### src/rtl/phs_pkg.sv
package phs_pkg;
  typedef enum logic {
    DIR_DOWN = 1'b0,
    DIR_UP   = 1'b1
  } phs_dir_e;
endpackage

### src/rtl/phs_cmd_shaper.sv
module phs_cmd_shaper
  import phs_pkg::*;
#(
  parameter int CMD_W  = 16,
  parameter int FINE_W = 6,
  parameter int PERIOD = 1000,
  parameter int OFFSET = 2,
  localparam int COARSE_W = CMD_W - FINE_W
) (
  input  logic [CMD_W-1:0]    cmd,
  output logic [COARSE_W-1:0] load_val,
  output logic [FINE_W-1:0]   fine_val,
  output phs_dir_e            dir
);
  localparam int unsigned LIM_MAG = (PERIOD / 4) << FINE_W;
  localparam logic [CMD_W:0] LIM_V = (CMD_W+1)'(LIM_MAG);
  localparam logic [COARSE_W-1:0] OFF_V = COARSE_W'(OFFSET);

  // two's complement magnitude, one bit wider so that the most negative value fits
  function automatic logic [CMD_W:0] magnitude(input logic [CMD_W-1:0] c);
    if (c[CMD_W-1]) return ({1'b0, ~c} + (CMD_W+1)'(1));
    else return {1'b0, c};
  endfunction

  // quarter-period limiter
  function automatic logic [CMD_W-1:0] limit(input logic [CMD_W:0] m);
    if (m > LIM_V) return LIM_V[CMD_W-1:0];
    else return m[CMD_W-1:0];
  endfunction

  // offset compensation, saturating at zero
  function automatic logic [COARSE_W-1:0] sat_offset(input logic [COARSE_W-1:0] c);
    if (c > OFF_V) return c - OFF_V;
    else return '0;
  endfunction

  logic [CMD_W:0]   mag;
  logic [CMD_W-1:0] lim_mag;

  always_comb begin
    mag      = magnitude(cmd);
    lim_mag  = limit(mag);
    load_val = sat_offset(lim_mag[CMD_W-1:FINE_W]);
    fine_val = lim_mag[FINE_W-1:0];
    dir      = cmd[CMD_W-1] ? DIR_UP : DIR_DOWN;
  end
endmodule

### src/rtl/phs_phase_shadow.sv
module phs_phase_shadow
  import phs_pkg::*;
#(
  parameter int COARSE_W = 10,
  parameter int FINE_W   = 6
) (
  input  logic                clk,
  input  logic                rst_n,
  input  logic                wr_en,
  input  logic                commit,
  input  logic [COARSE_W-1:0] wr_load,
  input  logic [FINE_W-1:0]   wr_fine,
  input  phs_dir_e            wr_dir,
  output logic [COARSE_W-1:0] sh_load,
  output phs_dir_e            act_dir,
  output logic [FINE_W-1:0]   act_fine
);
  logic [FINE_W-1:0] sh_fine;
  phs_dir_e          sh_dir;

  // shadow stage: written by the controller strobe
  always_ff @(posedge clk or negedge rst_n) begin
    if (!rst_n) begin
      sh_load <= '0;
      sh_fine <= '0;
      sh_dir  <= DIR_DOWN;
    end else if (wr_en) begin
      sh_load <= wr_load;
      sh_fine <= wr_fine;
      sh_dir  <= wr_dir;
    end
  end

  // active stage: takes the shadow content at each sync
  always_ff @(posedge clk or negedge rst_n) begin
    if (!rst_n) begin
      act_dir  <= DIR_DOWN;
      act_fine <= '0;
    end else if (commit) begin
      act_dir  <= sh_dir;
      act_fine <= sh_fine;
    end
  end
endmodule

### src/rtl/phs_counter.sv
module phs_counter
  import phs_pkg::*;
#(
  parameter int PERIOD = 1000,
  localparam int CNT_W = $clog2(PERIOD),
  localparam int HALF  = PERIOD / 2
) (
  input  logic             clk,
  input  logic             rst_n,
  input  logic             load_evt,
  input  logic [CNT_W-1:0] load_val,
  input  phs_dir_e         dir,
  output logic [CNT_W-1:0] cnt,
  output logic             gate
);
  localparam logic [CNT_W-1:0] TOP_V  = CNT_W'(PERIOD - 1);
  localparam logic [CNT_W-1:0] HALF_V = CNT_W'(HALF);

  function automatic logic [CNT_W-1:0] step(input logic [CNT_W-1:0] c, input phs_dir_e d);
    if (d == DIR_UP) return (c == TOP_V) ? '0 : c + CNT_W'(1);
    else return (c == '0) ? TOP_V : c - CNT_W'(1);
  endfunction

  logic [CNT_W-1:0] cnt_nxt;

  always_comb begin
    if (load_evt) cnt_nxt = load_val;
    else cnt_nxt = step(cnt, dir);
  end

  always_ff @(posedge clk or negedge rst_n) begin
    if (!rst_n) begin
      cnt  <= '0;
      gate <= 1'b1;
    end else begin
      cnt  <= cnt_nxt;
      gate <= (cnt_nxt < HALF_V);
    end
  end
endmodule

### src/rtl/phs_slave_timebase.sv
module phs_slave_timebase
  import phs_pkg::*;
#(
  parameter int CMD_W  = 16,
  parameter int FINE_W = 6,
  parameter int EXT_W  = 8,
  parameter int PERIOD = 1000,
  parameter int OFFSET = 2,
  localparam int CNT_W    = $clog2(PERIOD),
  localparam int COARSE_W = CMD_W - FINE_W
) (
  input  logic             clk,
  input  logic             rst_n,
  input  logic [CMD_W-1:0] phase_cmd,
  input  logic             cmd_valid,
  input  logic             sync_in,
  output logic             gate_out,
  output logic [CNT_W-1:0] count_out,
  output logic [EXT_W-1:0] fine_code
);
  logic [COARSE_W-1:0] shaped_load;
  logic [FINE_W-1:0]   shaped_fine;
  phs_dir_e            shaped_dir;
  logic [COARSE_W-1:0] shadow_coarse;
  phs_dir_e            active_dir;
  logic [FINE_W-1:0]   active_fine;

  // named internal events for the checker
  logic             dir_up_w;
  logic [CNT_W-1:0] shadow_load_w;

  phs_cmd_shaper #(
    .CMD_W(CMD_W), .FINE_W(FINE_W), .PERIOD(PERIOD), .OFFSET(OFFSET)
  ) u_shaper (
    .cmd(phase_cmd), .load_val(shaped_load), .fine_val(shaped_fine), .dir(shaped_dir)
  );

  phs_phase_shadow #(.COARSE_W(COARSE_W), .FINE_W(FINE_W)) u_shadow (
    .clk(clk), .rst_n(rst_n), .wr_en(cmd_valid), .commit(sync_in),
    .wr_load(shaped_load), .wr_fine(shaped_fine), .wr_dir(shaped_dir),
    .sh_load(shadow_coarse), .act_dir(active_dir), .act_fine(active_fine)
  );

  assign shadow_load_w = CNT_W'(shadow_coarse);
  assign dir_up_w      = (active_dir == DIR_UP);

  phs_counter #(.PERIOD(PERIOD)) u_counter (
    .clk(clk), .rst_n(rst_n), .load_evt(sync_in), .load_val(shadow_load_w),
    .dir(active_dir), .cnt(count_out), .gate(gate_out)
  );

  // fine code sits in the upper bits of the extension field
  assign fine_code = EXT_W'(active_fine) << (EXT_W - FINE_W);
endmodule

### config.mk
export PLATFORM = sky130hd
export DESIGN_NAME = phs_slave_timebase
export DESIGN_NICKNAME = d
export VERILOG_FILES = /design/src/rtl/phs_pkg.sv /design/src/rtl/phs_cmd_shaper.sv /design/src/rtl/phs_phase_shadow.sv /design/src/rtl/phs_counter.sv /design/src/rtl/phs_slave_timebase.sv
export SDC_FILE = /design/constraint.sdc
export NUM_CORES = 1
export LEC_CHECK = 0
export ABC_AREA = 1
export ABC_CLOCK_PERIOD_IN_PS = 3600
export BUFFER_PORTS_ARGS = -buffer_cell sky130_fd_sc_hd__buf_2
export CAP_MARGIN = 20
export CORE_MARGIN = 1
export CORE_UTILIZATION = 55
export DETAILED_ROUTE_END_ITERATION = 12
export PLACE_DENSITY_LB_ADDON = 0.2
export SLEW_MARGIN = 15
export SYNTH_ARGS = -nofsm -noshare
export SYNTH_HDL_FRONTEND = slang
export SYNTH_SLANG_ARGS = --single-unit
### constraint.sdc
create_clock -name clk -period 3.6 [get_ports clk]
set_clock_uncertainty 0.05 [all_clocks]
set_input_delay 0.18 -clock clk [delete_from_list [all_inputs] [get_ports clk]]
set_output_delay 0.18 -clock clk [all_outputs]
set_load 0.01 [all_outputs]
* After elaboration in Yosys (flattened, before gate mapping)
Index checks and enable logic that the tools add are counted.
** Storage, ports and cells
- Logic and storage cells :: 25
- Input port bits :: 20
- Memories :: 0
- Bits in latches :: 0
- Memory bits (writable) :: 0
- Bits in registers :: 35
- Output and inout bits :: 19
- ROM bits :: 0
** Cells by class
- $lt $le $gt $ge :: 3
- Equality and inequality tests :: 1
- Reduce and logical (&&, ||, !) cells :: 1
- $add $sub $neg :: 4
- Shift-type cells :: 0
- Bitwise logic cells :: 1
- Divide/modulo/power cells :: 0
- $mul :: 0
- Mux-type cells :: 8
** Operators with widths (number)
- 2-to-1 mux 10 bit :: 5
- adder 16 x 1 -> 17 bit (second input constant) :: 1
- greater-than comparator 17 x 14 -> 1 bit (second input constant) :: 1
- 2-to-1 mux 17 bit :: 1
- 2-to-1 mux 16 bit :: 1
- inverter 16 bit :: 1
- adder 10 x 1 -> 10 bit (second input constant) :: 1
- equality test 10 bit (second input constant) :: 1
- greater-than comparator 10 x 2 -> 1 bit (second input constant) :: 1
- zero test 10 bit :: 1
- < comparator 10 x 9 -> 1 bit (second input constant) :: 1
- subtractor 10 x 1 -> 10 bit (second input constant) :: 1
- subtractor 10 x 2 -> 10 bit (second input constant) :: 1
- 2-to-1 mux 1 bit :: 1

* Longest topological paths before layout
- Depth after elaboration :: 7
- Depth in mapped cells :: 16
- Mapped depth without buffers :: 16

* Hierarchy
From an unflattened synthesis, not the netlist that was laid out.
** Unflattened totals
- Cells, all modules :: 455
- Area, all modules :: 2959.1 um2
** Modules (own cells, without submodules)
- phs_counter :: times used 1, area an instance 1089.8 um2, sequential area each 276.5 um2, cells an instance 177
- phs_phase_shadow :: times used 1, area an instance 940.9 um2, sequential area each 600.6 um2, cells an instance 102
- phs_cmd_shaper :: times used 1, area an instance 909.6 um2, sequential area each 0.0 um2, cells an instance 173
- phs_slave_timebase :: times used 1, area an instance 18.8 um2, sequential area each 0.0 um2, cells an instance 3

* Worst setup path before layout
Ideal clock, no wire load.
- Path type :: register to register
- From :: reg u_counter.cnt[0]
- To :: reg u_counter.gate
- Setup time :: 0.079 ns
- Data arrival time :: 1.752 ns
- Cell stages (with the launch flop) :: 12
- Period minus slack after synthesis :: 1.882 ns
- Required time :: 3.471 ns
- Buffers on the path :: 0
- Setup slack :: 1.718 ns
- Cell sequence :: dfrtp_1 inv_1 ha_1 inv_1 nor3_2 nand4_1 nand3_1 nor3_1 a221oi_1 nand3_1 nor2_1 nor2_1
** Between the ends
- Longest elaborated chain between the ends :: 5
- Elaborated cells on any way between the ends :: 9
- Those cells by class :: add/sub: 2; order compare: 1; eq/ne: 1; mux: 4; reduce/logical: 1
** Ends and longest elaborated chain
- start: declaration :: line phs_counter.sv:13 : output logic [CNT_W-1:0] cnt,
- start signal: assignment :: line phs_counter.sv:36 : cnt <= cnt_nxt;
- subtractor 10 x 1 -> 10 bit (tied with other cells) :: line phs_counter.sv:21 : else return (c == '0) ? TOP_V : c - CNT_W'(1);
- 2-to-1 mux 10 bit, on equally long branches :: line phs_counter.sv:21, phs_counter.sv:20
- 2-to-1 mux 10 bit (*) :: line phs_counter.sv:20 : if (d == DIR_UP) return (c == TOP_V) ? '0 : c + CNT_W'(1);
- 2-to-1 mux 10 bit (*) :: line phs_counter.sv:27 : if (load_evt) cnt_nxt = load_val;
- via u_counter.cnt_nxt[5] :: line phs_counter.sv:24 : logic [CNT_W-1:0] cnt_nxt;
- < comparator 10 x 9 -> 1 bit (*) :: line phs_counter.sv:37 : gate <= (cnt_nxt < HALF_V);
- end signal: assignment :: line phs_counter.sv:37
- end: declaration :: line phs_counter.sv:14 : output logic gate
The timed path passes the listed nets; every way through them passes the cells marked *.
A chain may end at the register's enable or synchronous reset.

* Worst setup path in the final report
Ends and elaborated chain as after synthesis.

==> impl_metrics.env <==
export IMPL_coreArea_um2=4470
export IMPL_drt_iter0_markers=215
export IMPL_rsz0062_at_grt="no"
export IMPL_cts_hold_buf=1
export IMPL_cts_resized_gates=0
export IMPL_finalSetupViolCount=0
export IMPL_ys_seq_elements=35
export IMPL_cts_setup_buffers=0
export IMPL_clkPwrFrac=0.245
export IMPL_nFillCells=438
export IMPL_path_clk_slew_ns=0.07
export IMPL_worstMarginPinSlew_ns=0.764
export IMPL_finalMaxSlewViolations=0
export IMPL_rows=24
export IMPL_critPathRequiredTime_ns=3.76
export IMPL_post_route_period_util=0.571
export IMPL_cts_root_buf="clkbuf_8"
export IMPL_gp_congestion=0.897
export IMPL_swShare=0.368
export IMPL_fin_cells=468
export IMPL_h_tree_depth=2
export IMPL_hold_viol=0
export IMPL_placed_area_um2=2810
export IMPL_dr_pass1_iters=7
export IMPL_dp_slack_ns=1.57
export IMPL_drc_errors=0
export IMPL_post_route_cells_drive_above_1_share=0.219
export IMPL_ant_nets=0
export IMPL_dp_cells=460
export IMPL_routed_wl_um=5990
export IMPL_clockBufferDepth=2
export IMPL_critPathMaxFanout=6
export IMPL_synth_area_um2=2620
export IMPL_antennaDiodeCount=0
export IMPL_crit_start="u_counter.cnt[0]"
export IMPL_wl_per_cell_um=12.8
export IMPL_gr_total_overflow=0
export IMPL_synth_cells=381
export IMPL_maxCapViolCount=0
export IMPL_dieArea_um2=5040
export IMPL_grtUsageTotal=0.256
export IMPL_die_h_um=71
export IMPL_multi_input_comb_area_um2=1480
export IMPL_grt_pass1_vias=2280
export IMPL_irDropWorstVdd_uv=154
export IMPL_status="finished, final reports clean"
export IMPL_finalInstanceArea_um2=2910
export IMPL_max_freq_ghz=0.487
export IMPL_holdCritStartpoint="phase_cmd[0]"
export IMPL_clk_latency_ns=0.29
export IMPL_cp_data_arrival_time_ns=2.22
export IMPL_seq_power_share=0.431
export IMPL_p_switching_uw=426
export IMPL_vias=2543
export IMPL_hold_class="in -> reg"
export IMPL_nets=439
export IMPL_cts_made_buffers=5
export IMPL_syn_to_final_growth_pct=11.1
export IMPL_synthDistinctLibCells=37
export IMPL_grt_pass1_wl_um=10100
export IMPL_p_comb_frac=0.323
export IMPL_grt_max_degree=36
export IMPL_worstSetupStartpointType="flip-flop"
export IMPL_synth_seq_area_share=0.335
export IMPL_crit_type="reg -> reg"
export IMPL_worstReg2RegStart="u_counter.cnt[0]"
export IMPL_p_int_uw=730
export IMPL_viasPerCell=5.43
export IMPL_worst_slack_ns=1.54
export IMPL_finalCriticalPeriod_ns=2.06
export IMPL_antenna_found_initial=0
export IMPL_yosys_warnings=0
export IMPL_hpwl_um=4680
export IMPL_ff2ff_setup_slack_ns=1.54
export IMPL_layout_common_cells="nand2_1 (91), inv_1 (44), nor2_1 (39)"
export IMPL_seq_area_um2=877
export IMPL_syn_avg_cell_area_um2=6.87
export IMPL_io_pins=39
export IMPL_final_common_cell="nand2_1"
export IMPL_cts_sinks=35
export IMPL_cts_tree="built"
export IMPL_tns_ns=0
export IMPL_relSlewSlack=0.491
export IMPL_start_util=0.585
export IMPL_p_per_area_nw_per_um2=397
export IMPL_die_x_um=71
export IMPL_port_buffers=36
export IMPL_critPathCaptureType="flip-flop"
export IMPL_hold_slack_ns=0.166
export IMPL_leakagePower_uw=0.00150
## final timing paths
check,to,cells past startpoint
hold reg to reg,u_shadow.sh_load[2],2
min in group asynchronous,u_shadow.act_fine[0],2
hold / removal,u_shadow.sh_fine[0],3
setup reg to reg,u_counter.gate,11
setup / recovery,u_counter.gate,11
max in group asynchronous,u_shadow.sh_dir,2
## power by group through the flow
stage	registers, uW	clock network, uW	logic (uW)
3_3_place_gp	501	0	371
5_1_grt	506	305	421
2_1_floorplan	501	0	262
3_5_place_dp	505	0	370
6_report	498	284	374
4_1_cts	498	285	373
## logic make-up after synthesis
family | count (synthesis) | share of synthesized area
buf+inv | 65 | 0.100
xor+xnor | 7 | 0.0234
flops | 35 | 0.335
other cells | 1 | 0.00143
fa+ha+maj | 3 | 0.0143
simple gates | 213 | 0.390
compound gates | 57 | 0.135
## synthesized netlist by cell type, drive strengths merged
library cell    n  area share
nand2         107        0.17
o21ai          35       0.067
a31oi           1      0.0024
a221oi          1      0.0033
nand3b          4       0.016
clkbuf          3      0.0043
xor2            6       0.020
nor2           48       0.088
nand4           9       0.021
o22ai           7       0.029
a21oi           8       0.015
a211oi          1      0.0048
conb            1      0.0014
ha              3       0.014
dfstp           1       0.010
o21bai          1      0.0029
dfrtp          34        0.32
nand3          40       0.080
o221ai          1      0.0033
nor3            5       0.011
inv            55       0.079
buf             7       0.017
a22oi           1      0.0048
o211ai          1      0.0029
xnor2           1      0.0033
## routing by layer
layer  wire [um]  GRT usage
met1        2670      0.317
met2        2910      0.448
met3         297     0.0442
met4         108     0.0956
met5           0          0
## cell type report
class / count / area share
multi-input combinational: 282 / 0.510
sequential: 35 / 0.302
inverter: 55 / 0.0710
timing repair buffer: 37 / 0.0654
clock buffer: 6 / 0.0284
tap: 52 / 0.0224
clock inverter: 1 / 0.00172
## worst max-delay path, cell delays in order (launching register included)
cell and delay, ns:
dfrtp_1 0.41, inv_1 0.15, ha_1 0.25, inv_1 0.07, nor3_2 0.16, nand4_1 0.19
nand3_1 0.12, nor3_1 0.05, a221oi_1 0.28, nand3_1 0.11, nor2_1 0.10, nor2_1 0.05
## flip-flops by register name (all words and copies together), names as in the netlist
name / flops
u_counter.cnt: 10
u_shadow.sh_load: 10
u_shadow.act_fine: 6
u_shadow.sh_fine: 6
u_counter.gate: 1
u_shadow.act_dir: 1
u_shadow.sh_dir: 1
## per-stage QoR
stage	utilization	power [uW]
after floorplan	-	763
after CTS	0.650	1160
after detailed placement	0.628	875
after global routing	0.650	1230
final	0.650	1160
after global placement	0.628	872
No activity file was read; power rests on OpenSTA's default activity.
